--- src/rtl/tmr_pkg.sv ---
package tmr_pkg;
  localparam int ADDR_W   = 3;
  localparam int PS_SEL_W = 3;
  localparam int N_EV     = 3;

  // event / flag / enable bit positions
  localparam int EV_OVF  = 0;
  localparam int EV_CMPA = 1;
  localparam int EV_CMPB = 2;

  localparam logic [ADDR_W-1:0] ADDR_CTRL  = 3'd0;
  localparam logic [ADDR_W-1:0] ADDR_COUNT = 3'd1;
  localparam logic [ADDR_W-1:0] ADDR_CMPA  = 3'd2;
  localparam logic [ADDR_W-1:0] ADDR_CMPB  = 3'd3;
  localparam logic [ADDR_W-1:0] ADDR_IEN   = 3'd4;
  localparam logic [ADDR_W-1:0] ADDR_FLAG  = 3'd5;

  typedef enum logic [PS_SEL_W-1:0] {
    PS_STOP    = 3'd0,
    PS_DIV1    = 3'd1,
    PS_DIV8    = 3'd2,
    PS_DIV64   = 3'd3,
    PS_DIV256  = 3'd4,
    PS_DIV1024 = 3'd5
  } ps_sel_e;
endpackage

--- src/rtl/tmr_prescaler.sv ---
module tmr_prescaler
  import tmr_pkg::*;
#(
  parameter int PS_W = 10
) (
  input  logic                clk,
  input  logic                rst_n,
  input  logic [PS_SEL_W-1:0] sel,
  output logic                tick
);
  logic [PS_W-1:0] div_q, div_d;
  logic [PS_W-1:0] mask;
  logic            run;

  // free-running divider; every ratio is a power of two dividing 2**PS_W
  always_comb begin
    div_d = div_q + 1'b1;
  end

  always_ff @(posedge clk or negedge rst_n) begin
    if (!rst_n) div_q <= '0;
    else        div_q <= div_d;
  end

  always_comb begin
    run  = 1'b1;
    mask = '0;
    case (sel)
      PS_DIV1:    mask = '0;
      PS_DIV8:    mask = PS_W'((1 << 3) - 1);
      PS_DIV64:   mask = PS_W'((1 << 6) - 1);
      PS_DIV256:  mask = PS_W'((1 << 8) - 1);
      PS_DIV1024: mask = PS_W'((1 << 10) - 1);
      default:    run  = 1'b0;
    endcase
    tick = run && ((div_q & mask) == mask);
  end
endmodule

--- src/rtl/tmr_counter.sv ---
module tmr_counter #(
  parameter int W = 16
) (
  input  logic         clk,
  input  logic         rst_n,
  input  logic         tick,
  input  logic         ctc,
  input  logic [W-1:0] top,
  input  logic         ld,
  input  logic [W-1:0] ld_val,
  output logic [W-1:0] cnt
);
  logic [W-1:0] cnt_q, cnt_d;

  always_comb begin
    cnt_d = cnt_q;
    if (ld) begin
      cnt_d = ld_val;
    end else if (tick) begin
      if (ctc && (cnt_q == top)) cnt_d = '0;
      else                       cnt_d = cnt_q + 1'b1;
    end
  end

  always_ff @(posedge clk or negedge rst_n) begin
    if (!rst_n) cnt_q <= '0;
    else        cnt_q <= cnt_d;
  end

  assign cnt = cnt_q;
endmodule

--- src/rtl/tmr_flags.sv ---
module tmr_flags #(
  parameter int N = 3
) (
  input  logic         clk,
  input  logic         rst_n,
  input  logic [N-1:0] set,
  input  logic [N-1:0] clr,
  output logic [N-1:0] q
);
  for (genvar i = 0; i < N; i++) begin : g_flag
    logic f_q, f_d;
    // a set in the clearing cycle wins
    always_comb f_d = set[i] | (f_q & ~clr[i]);
    always_ff @(posedge clk or negedge rst_n) begin
      if (!rst_n) f_q <= 1'b0;
      else        f_q <= f_d;
    end
    assign q[i] = f_q;
  end
endmodule

--- src/rtl/tmr_ctc_timer.sv ---
module tmr_ctc_timer
  import tmr_pkg::*;
#(
  parameter int CNT_W = 16,
  parameter int PS_W  = 10
) (
  input  logic              clk,
  input  logic              rst_n,
  input  logic              wr_en,
  input  logic [ADDR_W-1:0] addr,
  input  logic [CNT_W-1:0]  wr_data,
  output logic [CNT_W-1:0]  rd_data,
  output logic              irq_ovf,
  output logic              irq_cmpa,
  output logic              irq_cmpb
);
  localparam int               CTRL_W  = 1 + PS_SEL_W;
  localparam logic [CNT_W-1:0] CNT_MAX = '1;

  // reset: asserted asynchronously, released on a clock edge
  logic [1:0] rst_pipe_q;
  logic       rst_sync_n;
  always_ff @(posedge clk or negedge rst_n) begin
    if (!rst_n) rst_pipe_q <= 2'b00;
    else        rst_pipe_q <= {rst_pipe_q[0], 1'b1};
  end
  assign rst_sync_n = rst_pipe_q[1];

  logic [CTRL_W-1:0] ctrl_q, ctrl_d;
  logic [CNT_W-1:0]  cmpa_q, cmpa_d, cmpb_q, cmpb_d;
  logic [N_EV-1:0]   en_q, en_d;
  logic              wr_ctrl, wr_cmpa, wr_cmpb, wr_ien, wr_flag, cnt_wr;

  always_comb begin
    wr_ctrl = wr_en && (addr == ADDR_CTRL);
    cnt_wr  = wr_en && (addr == ADDR_COUNT);
    wr_cmpa = wr_en && (addr == ADDR_CMPA);
    wr_cmpb = wr_en && (addr == ADDR_CMPB);
    wr_ien  = wr_en && (addr == ADDR_IEN);
    wr_flag = wr_en && (addr == ADDR_FLAG);
  end

  always_comb begin
    ctrl_d = ctrl_q;
    cmpa_d = cmpa_q;
    cmpb_d = cmpb_q;
    en_d   = en_q;
    if (wr_ctrl) ctrl_d = wr_data[CTRL_W-1:0];
    if (wr_cmpa) cmpa_d = wr_data;
    if (wr_cmpb) cmpb_d = wr_data;
    if (wr_ien)  en_d   = wr_data[N_EV-1:0];
  end

  always_ff @(posedge clk or negedge rst_sync_n) begin
    if (!rst_sync_n) begin
      ctrl_q <= '0;
      cmpa_q <= '0;
      cmpb_q <= '0;
      en_q   <= '0;
    end else begin
      ctrl_q <= ctrl_d;
      cmpa_q <= cmpa_d;
      cmpb_q <= cmpb_d;
      en_q   <= en_d;
    end
  end

  logic                ctc_mode;
  logic [PS_SEL_W-1:0] ps_sel;
  logic                tick;
  assign ctc_mode = ctrl_q[0];
  assign ps_sel   = ctrl_q[CTRL_W-1:1];

  tmr_prescaler #(.PS_W(PS_W)) u_presc (
    .clk   (clk),
    .rst_n (rst_sync_n),
    .sel   (ps_sel),
    .tick  (tick)
  );

  logic [CNT_W-1:0] cnt_q;
  tmr_counter #(.W(CNT_W)) u_cnt (
    .clk    (clk),
    .rst_n  (rst_sync_n),
    .tick   (tick),
    .ctc    (ctc_mode),
    .top    (cmpa_q),
    .ld     (cnt_wr),
    .ld_val (wr_data),
    .cnt    (cnt_q)
  );

  // matches look at the pre-increment value; a count load masks them
  logic            evt_ok;
  logic [N_EV-1:0] ev_set, flag_clr, flags_q;
  always_comb begin
    evt_ok           = tick && !cnt_wr;
    ev_set[EV_OVF]   = evt_ok && (cnt_q == CNT_MAX);
    ev_set[EV_CMPA]  = evt_ok && (cnt_q == cmpa_q);
    ev_set[EV_CMPB]  = evt_ok && (cnt_q == cmpb_q);
    flag_clr         = wr_flag ? wr_data[N_EV-1:0] : '0;
  end

  tmr_flags #(.N(N_EV)) u_flags (
    .clk   (clk),
    .rst_n (rst_sync_n),
    .set   (ev_set),
    .clr   (flag_clr),
    .q     (flags_q)
  );

  assign irq_ovf  = flags_q[EV_OVF]  & en_q[EV_OVF];
  assign irq_cmpa = flags_q[EV_CMPA] & en_q[EV_CMPA];
  assign irq_cmpb = flags_q[EV_CMPB] & en_q[EV_CMPB];

  always_comb begin
    rd_data = '0;
    case (addr)
      ADDR_CTRL:  rd_data = CNT_W'(ctrl_q);
      ADDR_COUNT: rd_data = cnt_q;
      ADDR_CMPA:  rd_data = cmpa_q;
      ADDR_CMPB:  rd_data = cmpb_q;
      ADDR_IEN:   rd_data = CNT_W'(en_q);
      ADDR_FLAG:  rd_data = CNT_W'(flags_q);
      default:    rd_data = '0;
    endcase
  end
endmodule

--- config.mk ---
export PLATFORM = sky130hd
export DESIGN_NAME = tmr_ctc_timer
export DESIGN_NICKNAME = d
export VERILOG_FILES = /design/src/rtl/tmr_pkg.sv /design/src/rtl/tmr_prescaler.sv /design/src/rtl/tmr_counter.sv /design/src/rtl/tmr_flags.sv /design/src/rtl/tmr_ctc_timer.sv
export SDC_FILE = /design/constraint.sdc
export NUM_CORES = 1
export LEC_CHECK = 0
export CORE_ASPECT_RATIO = 0.9
export CORE_MARGIN = 3
export CORE_UTILIZATION = 55
export CTS_CLUSTER_DIAMETER = 60
export CTS_CLUSTER_SIZE = 8
export DETAILED_ROUTE_END_ITERATION = 10
export PLACE_DENSITY = 0.89
export SYNTH_ARGS = -nofsm -noshare
export SYNTH_HDL_FRONTEND = slang
export SYNTH_SLANG_ARGS = --single-unit
--- constraint.sdc ---
create_clock -name clk -period 2.5 [get_ports clk]
set_clock_uncertainty 0.1 [all_clocks]
set_input_delay 0.375 -clock clk [delete_from_list [all_inputs] [get_ports clk]]
set_output_delay 0.375 -clock clk [all_outputs]
set_load 0.02 [all_outputs]
==> impl_metrics.env, run 1 <==
export IMPL_grt_overflow_total=0
export IMPL_yosysTopAreaCell="dfrtp_1"
export IMPL_hold_violations=0
export IMPL_placementRows=29
export IMPL_area_growth_pct=20.7
export IMPL_die_width_um=96.4
export IMPL_core_area_um2=7110
export IMPL_dpl_hpwl_um=7500
export IMPL_start_kind="input pin"
export IMPL_grt_max_degree=27
export IMPL_ys_async_sr_fraction_pct=100
export IMPL_fin_nets=476
export IMPL_ys_seq_area_share_pct=43.3
export IMPL_htreeDepth=3
export IMPL_via_count=3390
export IMPL_power_switching_mw=1.50
export IMPL_crit_arrival_ns=1.97
export IMPL_wl_per_cell_um=19.3
export IMPL_synth_top_family_by_area="multiplexers"
export IMPL_yosysWarnings=0
export IMPL_io_pins=41
export IMPL_yosysUniqueCellTypes=47
export IMPL_clock_power_share_pct=25.1
export IMPL_io_buffers=40
export IMPL_power_mw=4.15
export IMPL_synth_compound_gate_area_share_pct=10.9
export IMPL_synth_seq_cells=70
export IMPL_cap_violations=0
export IMPL_cellPowerDensity_nw_per_um2=850
export IMPL_power_leakage_nw=2.16
export IMPL_sequentialPowerShare_pct=41.6
export IMPL_fin_tns_setup_ns=0
export IMPL_firstDrtPassIters=8
export IMPL_antenna_found_initial=0
export IMPL_synth_xor_xnor_area_share_pct=8.66
export IMPL_synth_edf_count=0
export IMPL_rsz0062_at_grt="false"
export IMPL_synth_fa_ha_area_share_pct=1.24
export IMPL_setup_viol=0
export IMPL_netlist_top_cells_area="dfrtp_1 (43%), mux2_2 (15%), xnor2_1 (4.5%)"
export IMPL_fmax_mhz=408
export IMPL_synthFlopType="dfrtp_1"
export IMPL_drtIter0Drc=408
export IMPL_clock_path_buffers=2
export IMPL_grt_pass1_vias=3364
export IMPL_start_util_pct=56.9
export IMPL_drt_total_wl_um=10600
export IMPL_required_ns=2.03
export IMPL_p_comb_share_pct=33.3
export IMPL_post_route_util_pct=68.7
export IMPL_period_share_pct=98.0
export IMPL_layout_drive_gt1_share_pct=29.0
export IMPL_cts_root_buf="clkbuf_8"
export IMPL_crit_path_max_fanout=14
export IMPL_avgViaCountPerCell=6.19
export IMPL_grt_pass1_wl_um=16900
export IMPL_hp_class="in2async"
export IMPL_synth_mux_area_fraction_pct=16.6
export IMPL_groute_usage_overall_pct=26.8
export IMPL_synthCells=396
export IMPL_outcome="finished clean"
export IMPL_synth_nets=422
export IMPL_synth_simple_area_share_pct=13.8
export IMPL_whs_ns=0.0680
export IMPL_clkSinkCount=70
export IMPL_clk_pin_slew_worst_paths_ns=0.07
export IMPL_slew_headroom_pct=66.2
export IMPL_clk_latency_ns=0.37
export IMPL_drv_slew=0
export IMPL_globalplace_congestion=0.925
export IMPL_peakVddDrop_v=0.000629
export IMPL_swShare_pct=36.2
export IMPL_die_area_um2=8430
export IMPL_min_period_ns=2.45
export IMPL_postCtsHoldBufs=0
export IMPL_internal_power_mw=2.65
export IMPL_worstSetupPathType="in2out"
export IMPL_n_antenna_cell=0
export IMPL_numCtsBuffers=9
export IMPL_post_route_drc_count=0
export IMPL_yosysTopAreaCellShare_pct=43.3
export IMPL_antenna_left=0
export IMPL_dieHeight_um=87.4
export IMPL_tightestPinTransition_ns=0.503
export IMPL_critPathCaptureType="output port"
export IMPL_cts_tree="done"
export IMPL_syn_area_per_cell_um2=10.2
export IMPL_synth_area_um2=4050
-- timing repair --
item | 4_1_cts | 5_1_grt
gates resized for setup | 45 | 14
buffers inserted | 0 | 3
gates cloned | 0 | 0
setup endpoints to repair | 16 | 13
-- sequential cells by signal (all words and copies together) (netlist names) --
register / cells
en_q: 3
rst_pipe_q: 2
u_presc.div_q: 10
cmpb_q: 16
ctrl_q: 4
u_cnt.cnt: 16
cmpa_q: 16
u_flags.g_flag.f_q: 3
-- area by class of cell --
class                   count  area (µm²)
flip-flops and latches     70        1750
clock inverters             6        85.1
fillers                   512        2220
well taps                  93         116
clock buffers              10         138
inverters                  15        56.3
repair buffers             78         644
multi-input cells         276        2090
-- cell usage after synthesis (3+ instances only) --
master / number
dfrtp_1: 70
mux2_2: 54
clkbuf_1: 27
nor2_1: 26
a22oi_1: 22
nand3_1: 21
xnor2_1: 21
nand2_1: 20
xor2_1: 19
inv_1: 15
nand4_1: 13
o21ai_0: 11
a21oi_1: 10
and3_1: 7
and2_1: 6
nor4_1: 6
ha_1: 4
buf_6: 3
nor3_1: 3
o21ai_1: 3
-- power by group through the flow --
stage,Combinational (mW),Clock (mW),Sequential (mW)
after global routing,1.50,1.09,1.77
after floorplan,1.09,0,1.54
after detailed placement,1.38,0,1.74
after global placement,1.33,0,1.71
after CTS,1.38,1.05,1.72
final,1.39,1.04,1.73
-- placed cells by master (no fill, tap or decap), types with 3 or more instances in the layout --
master           Yosys  layout
o21ai_0             11      11
nand2_1             20      20
buf_4                2      35
a22oi_1             22      22
nand4_1             13      13
xor2_1              19      19
and2_1               6       6
mux2_2              54      54
a21oi_1             10      10
dfrtp_1             70      69
clkbuf_2             0       4
nor4_1               6       6
nor2_1              26      26
o21ai_1              3       3
nand3_1             21      21
clkbuf_8             0      10
ha_1                 4       4
inv_1               15      15
clkdlybuf4s50_1      0      24
nor3_1               3       3
xnor2_1             21      21
and3_1               7       7
buf_2                1      10
-- critical path: stages --
cell and delay [ns]:
clkdlybuf4s50_1 0.50, buf_12 0.16, mux2_2 0.33, a22oi_1 0.18, o22ai_1 0.12, clkdlybuf4s15_1 0.30
-- worst paths after layout --
check	from	endpoint	slack, ns	depth (start not counted)
max in group asynchronous	rst_pipe_q[1]$_DFF_PN0_	u_cnt.cnt[3]$_DFFE_PN0P_	1.47	1
min in group clk	rst_pipe_q[0]$_DFF_PN0_	rst_pipe_q[1]$_DFF_PN0_	0.26	0
hold reg to reg	rst_pipe_q[1]$_DFF_PN0_	cmpb_q[1]$_DFFE_PN0P_	0.12	0
setup / recovery	addr[0]	rd_data[0]	0.05	6
setup reg to reg	u_cnt.cnt[3]$_DFFE_PN0P_	u_cnt.cnt[1]$_DFFE_PN0P_	0.16	7
hold / removal	rst_n	rst_pipe_q[0]$_DFF_PN0_	0.07	1
-- stage by stage --
stage                     std cells  setup slack (ns)  area [µm²]
after floorplan                 396             0.234        4050
after global placement          529            -0.320        4710
after detailed placement        529            -0.328        4710
after CTS                       545           0.00122        4920
after global routing            548           0.00758        4890
final                           548            0.0501        4890
-- routing by layer --
layer	global-route usage [%]	up-vias	wire, µm	part of all wire (%)
li1	-	1509	-	-
met1	36.2	1656	4310	41
met2	42.2	190	5050	48
met3	5.96	35	918	8.7
met4	10.2	0	305	2.9
met5	0	-	0	0
-- cell families (layout without fill, tap and decap cells) --
group	Yosys count	count (layout)
AND/OR/NAND/NOR	110	110
XOR/XNOR	40	40
adder cells (fa/ha/maj)	4	4
buffers and inverters	50	109
other	1	1
AO/OA/AOI/OAI	63	63
flip-flops	70	70
multiplexers	58	58
No activity file was read; power rests on OpenSTA's default activity.
==> run 2: changes to the inputs <==
--- a/constraint.sdc
+++ b/constraint.sdc
@@ -4,2 +4,2 @@
 set_output_delay 0.375 -clock clk [all_outputs]
-set_load 0.02 [all_outputs]
+set_load 0.005 [all_outputs]
==> run 2 against run 1 <==
  * Total power down 5.9%
  * Count of clock-buffer cells in the layout up 2
  * Hold slack better by 0.016 ns
  * Sequential share of layout area down 0.12 points
  * Die area unchanged
  * First-iteration DRC count up 36%
  * Worst setup slack worse by 0.016 ns
  * Combinational power down 3%
  * Via count up 0.56%
  * Critical path depth unchanged
  * Highest routed layer unchanged
==> impl_metrics.env, run 2 (synthesis gave the netlist of run 1 again) <==
export IMPL_outcome="finished clean"
export IMPL_fmax_mhz=406
export IMPL_setup_viol=0
export IMPL_globalplace_congestion=0.918
export IMPL_postCtsHoldBufs=0
export IMPL_place_area_um2=4710
export IMPL_power_leakage_nw=2.18
export IMPL_dpl_hpwl_um=7670
export IMPL_numCtsBuffers=9
export IMPL_layout_drive_gt1_share_pct=26.4
export IMPL_n_antenna_cell=0
export IMPL_placementRows=29
export IMPL_via_count=3409
export IMPL_tightestPinTransition_ns=0.646
export IMPL_period_share_pct=98.6
export IMPL_avgViaCountPerCell=6.23
export IMPL_groute_usage_overall_pct=28.1
export IMPL_fin_nets=477
export IMPL_drtIter0Drc=554
export IMPL_required_ns=2.03
export IMPL_hp_class="in2async"
export IMPL_critPathCaptureType="output port"
export IMPL_grt_pass1_vias=3478
export IMPL_fin_tns_setup_ns=0
export IMPL_grt_overflow_total=0
export IMPL_antenna_found_initial=0
export IMPL_worstSetupPathType="in2out"
export IMPL_cts_tree="done"
export IMPL_core_area_um2=7110
export IMPL_start_util_pct=56.9
export IMPL_drt_total_wl_um=11000
export IMPL_final_cell_area_um2=4900
export IMPL_clk_pin_slew_worst_paths_ns=0.07
export IMPL_dpl_cell_count=529
export IMPL_fill_cells=519
export IMPL_peakVddDrop_v=0.000537
export IMPL_io_pins=41
export IMPL_cts_root_buf="clkbuf_8"
export IMPL_crit_arrival_ns=1.99
export IMPL_firstDrtPassIters=6
export IMPL_slew_headroom_pct=56.9
export IMPL_clkSinkCount=70
export IMPL_area_growth_pct=21.1
export IMPL_layout_common_cells="dfrtp_1 (69), mux2_2 (53), buf_4 (35), nor2_1 (26), clkdlybuf4s50_1 (24)"
export IMPL_cap_violations=0
export IMPL_power_mw=3.91
export IMPL_cellPowerDensity_nw_per_um2=797
export IMPL_antenna_left=0
export IMPL_min_period_ns=2.47
export IMPL_rsz0062_at_grt="true"
export IMPL_drv_slew=0
export IMPL_die_area_um2=8430
export IMPL_start_kind="input pin"
export IMPL_htreeDepth=3
export IMPL_crit_path_max_fanout=7
export IMPL_grt_pass1_wl_um=17600
export IMPL_dieHeight_um=87.4
export IMPL_io_buffers=40
export IMPL_clock_path_buffers=2
export IMPL_wl_per_cell_um=20.1
export IMPL_instances_no_fill=547
export IMPL_whs_ns=0.0841
export IMPL_final_common_cell="dfrtp_1"
export IMPL_hold_violations=0
export IMPL_grt_max_degree=29
export IMPL_die_width_um=96.4
export IMPL_post_route_drc_count=0
export IMPL_clk_latency_ns=0.35
==> run 2: cell type report <==
class | instances | area, µm² | share of cell area, %
timing repair buffer | 79 | 702 | 14.3
clock buffer | 12 | 155 | 3.16
sequential | 70 | 1750 | 35.7
inverter | 15 | 56.3 | 1.15
tap | 93 | 116 | 2.37
clock inverter | 2 | 10.0 | 0.204
multi-input combinational | 276 | 2110 | 43.0
==> run 2: final timing paths <==
kind | end | depth (start not counted) | from | slack (ns)
min in group clk | rst_pipe_q[1]$_DFF_PN0_ | 0 | rst_pipe_q[0]$_DFF_PN0_ | 0.26
worst min register to register | en_q[1]$_DFFE_PN0P_ | 0 | rst_pipe_q[1]$_DFF_PN0_ | 0.20
worst max register to register | u_cnt.cnt[1]$_DFFE_PN0P_ | 7 | u_cnt.cnt[2]$_DFFE_PN0P_ | 0.20
worst max-delay path | rd_data[2] | 6 | addr[0] | 0.03
max in group asynchronous | cmpa_q[4]$_DFFE_PN0P_ | 1 | rst_pipe_q[1]$_DFF_PN0_ | 1.37
worst min-delay path | rst_pipe_q[0]$_DFF_PN0_ | 1 | rst_n | 0.08
==> run 2: what timing repair did <==
item,CTS,global route
pin swaps,1,1
setup buffers,3,1
endpoints found under the setup margin,16,5
cloned,0,0
resized for setup,30,1
==> run 2: routing by layer <==
layer	track usage [%]	share of wire [%]
met3	4.58	8.6
met4	12.7	2.9
met5	0	0
met2	43.2	47
met1	39.3	41
==> run 2: power breakdown <==
group	leakage, nW	internal, mW	switching [mW]
logic	1.22	0.702	0.652
registers	0.869	1.37	0.362
clock network	0.0881	0.401	0.417
total	2.18	2.48	1.43
==> run 2: through the flow <==
| stage | utilization (%) | setup WS [ns] |
|---|---|---|
| finish | 68.9 | 0.0341 |
| global route | 68.9 | -0.00581 |
| CTS | 68.8 | 0.0241 |
| detailed placement | 66.2 | -0.242 |
| global placement | 66.2 | -0.188 |
| floorplan | - | 0.293 |
==> run 2: critical path: stages <==
cell	delay [ns]
clkdlybuf4s50_1	0.47
buf_6	0.14
buf_4	0.12
mux4_2	0.48
mux2_4	0.28
buf_2	0.13
==> run 3: changes to the inputs <==
CORE_MARGIN = default   (was 3)
PLACE_DENSITY = 0.8   (was 0.89)
REMOVE_ABC_BUFFERS = 1   (was default)
==> run 3 against run 2 <==
  * Die area decreased by 8.5%
  * Register-to-register slack got worse by 0.06 ns
  * Non-clock buffer count decreased by 3
==> impl_metrics.env, run 3 (synthesis gave the netlist of run 1 again) <==
export IMPL_cellPowerDensity_nw_per_um2=843
export IMPL_cts_root_buf="clkbuf_8"
export IMPL_io_pins=41
export IMPL_crit_slowest_cell="clkdlybuf4s50_1"
export IMPL_period_share_pct=96.6
export IMPL_final_common_cell="dfrtp_1"
export IMPL_dieHeight_um=83.4
export IMPL_hp_class="in2async"
export IMPL_n_antenna_cell=0
export IMPL_required_ns=2.03
export IMPL_via_count=3376
export IMPL_cap_violations=0
export IMPL_power_leakage_nw=2.20
export IMPL_die_area_um2=7710
export IMPL_post_route_drc_count=0
export IMPL_min_period_ns=2.42
export IMPL_clock_power_share_pct=27.0
export IMPL_antenna_found_initial=0
export IMPL_drt_total_wl_um=10800
export IMPL_htreeDepth=3
export IMPL_grt_overflow_total=0
export IMPL_rsz0062_at_grt="false"
export IMPL_start_kind="input pin"
export IMPL_start_util_pct=57.2
export IMPL_grt_pass1_wl_um=17700
export IMPL_crit_arrival_ns=1.94
export IMPL_instances_no_fill=546
export IMPL_fin_nets=474
export IMPL_crit_chain="clkdlybuf4s50_1 > buf_6 > buf_4 > buf_4 > nor2_1 > clkdlybuf4s50_1"
export IMPL_antenna_left=0
export IMPL_globalplace_congestion=0.892
export IMPL_die_width_um=92.4
export IMPL_core_area_um2=7080
export IMPL_io_buffers=40
export IMPL_power_switching_mw=1.47
export IMPL_p_comb_share_pct=31.8
export IMPL_drv_slew=0
export IMPL_cts_tree="done"
export IMPL_grt_pass1_vias=3501
export IMPL_pre_cts_ws_ns=-0.322
export IMPL_crit_path_max_fanout=9
export IMPL_avgViaCountPerCell=6.18
export IMPL_grt_max_degree=48
export IMPL_fmax_mhz=414
export IMPL_postCtsHoldBufs=0
export IMPL_peakVddDrop_v=0.000423
export IMPL_worstSetupPathType="in2out"
export IMPL_hold_violations=0
export IMPL_fin_ws_ns=0.0850
export IMPL_critPathCaptureType="output port"
export IMPL_power_mw=4.26
export IMPL_whs_ns=0.0725
export IMPL_setup_viol=0
export IMPL_firstDrtPassIters=5
export IMPL_post_route_util_pct=71.4
export IMPL_numCtsBuffers=9
export IMPL_tightestPinTransition_ns=0.729
export IMPL_drtIter0Drc=376
export IMPL_internal_power_mw=2.79
export IMPL_clkSinkCount=70
export IMPL_clock_path_buffers=2
export IMPL_groute_usage_overall_pct=29.9
export IMPL_sequentialPowerShare_pct=41.1
export IMPL_clk_latency_ns=0.35
export IMPL_clk_pin_slew_worst_paths_ns=0.08
export IMPL_layout_drive_gt1_share_pct=26.5
export IMPL_dpl_hpwl_um=7470
export IMPL_layout_common_cells="dfrtp_1 (67), mux2_2 (54), clkdlybuf4s50_1 (35), buf_4 (27), nor2_1 (25)"
export IMPL_area_growth_pct=24.9
export IMPL_slew_headroom_pct=51.3
export IMPL_placementRows=29
export IMPL_dpl_cell_count=527
export IMPL_wl_per_cell_um=19.8
export IMPL_swShare_pct=34.6
export IMPL_cp_slowest_stage_delay_ns=0.51
export IMPL_outcome="finished clean"
## run 3: layout make-up
cell class | instances | area, µm²
inverters | 15 | 56.3
fillers | 527 | 2020
clock inverters | 6 | 116
clock buffers | 10 | 138
well taps | 93 | 116
repair buffers | 76 | 773
multi-input cells | 276 | 2100
flip-flops and latches | 70 | 1760
## run 3: worst max-delay path, delay by kind of cell
family / cells / cell delay [ns]
and+or+nand+nor: 1 / 0.14
buffers and inverters: 5 / 1.42
## run 3: power by group through the flow
stage          sequential, mW  combinational [mW]  clock, mW
6_report                 1.75                1.36       1.15
5_1_grt                  1.79                1.46       1.21
4_1_cts                  1.73                1.33       1.17
3_5_place_dp             1.75                1.30          0
3_3_place_gp             1.72                1.26          0
2_1_floorplan            1.67               0.809          0
## run 3: repair_timing
item                                    4_1_cts  5_1_grt
resized for setup                            10        4
setup buffers                                 2        0
endpoints found under the setup margin       18       13
gates cloned                                  1        0
## run 3: per-layer routing
| metal | share of wire, % | global-route usage, % |
|---|---|---|
| met5 | 0 | 0 |
| met4 | 2.7 | 10.8 |
| met3 | 5.9 | 7.51 |
| met2 | 48 | 47.8 |
| met1 | 44 | 39.4 |
## run 3: final timing paths
path / from / endpoint / slack (ns) / cells past startpoint
min: rst_n / rst_pipe_q[0]$_DFF_PN0_ / 0.07 / 1
min reg2reg: rst_pipe_q[1]$_DFF_PN0_ / u_presc.div_q[5]$_DFF_PN0_ / 0.14 / 0
max: addr[2] / rd_data[4] / 0.08 / 6
max reg2reg: ctrl_q[3]$_DFFE_PN0P_ / u_cnt.cnt[2]$_DFFE_PN0P_ / 0.14 / 7
max in group asynchronous: rst_pipe_q[1]$_DFF_PN0_ / u_cnt.cnt[2]$_DFFE_PN0P_ / 1.50 / 1
min in group clk: rst_pipe_q[0]$_DFF_PN0_ / rst_pipe_q[1]$_DFF_PN0_ / 0.26 / 0
## run 3: per-stage QoR
step	cell area (µm²)	TNS, ns
CTS	5040	0
finish	5050	0
detailed placement	4730	-5.93
global route	5050	0
floorplan	3880	-2.80
global placement	4730	-4.58
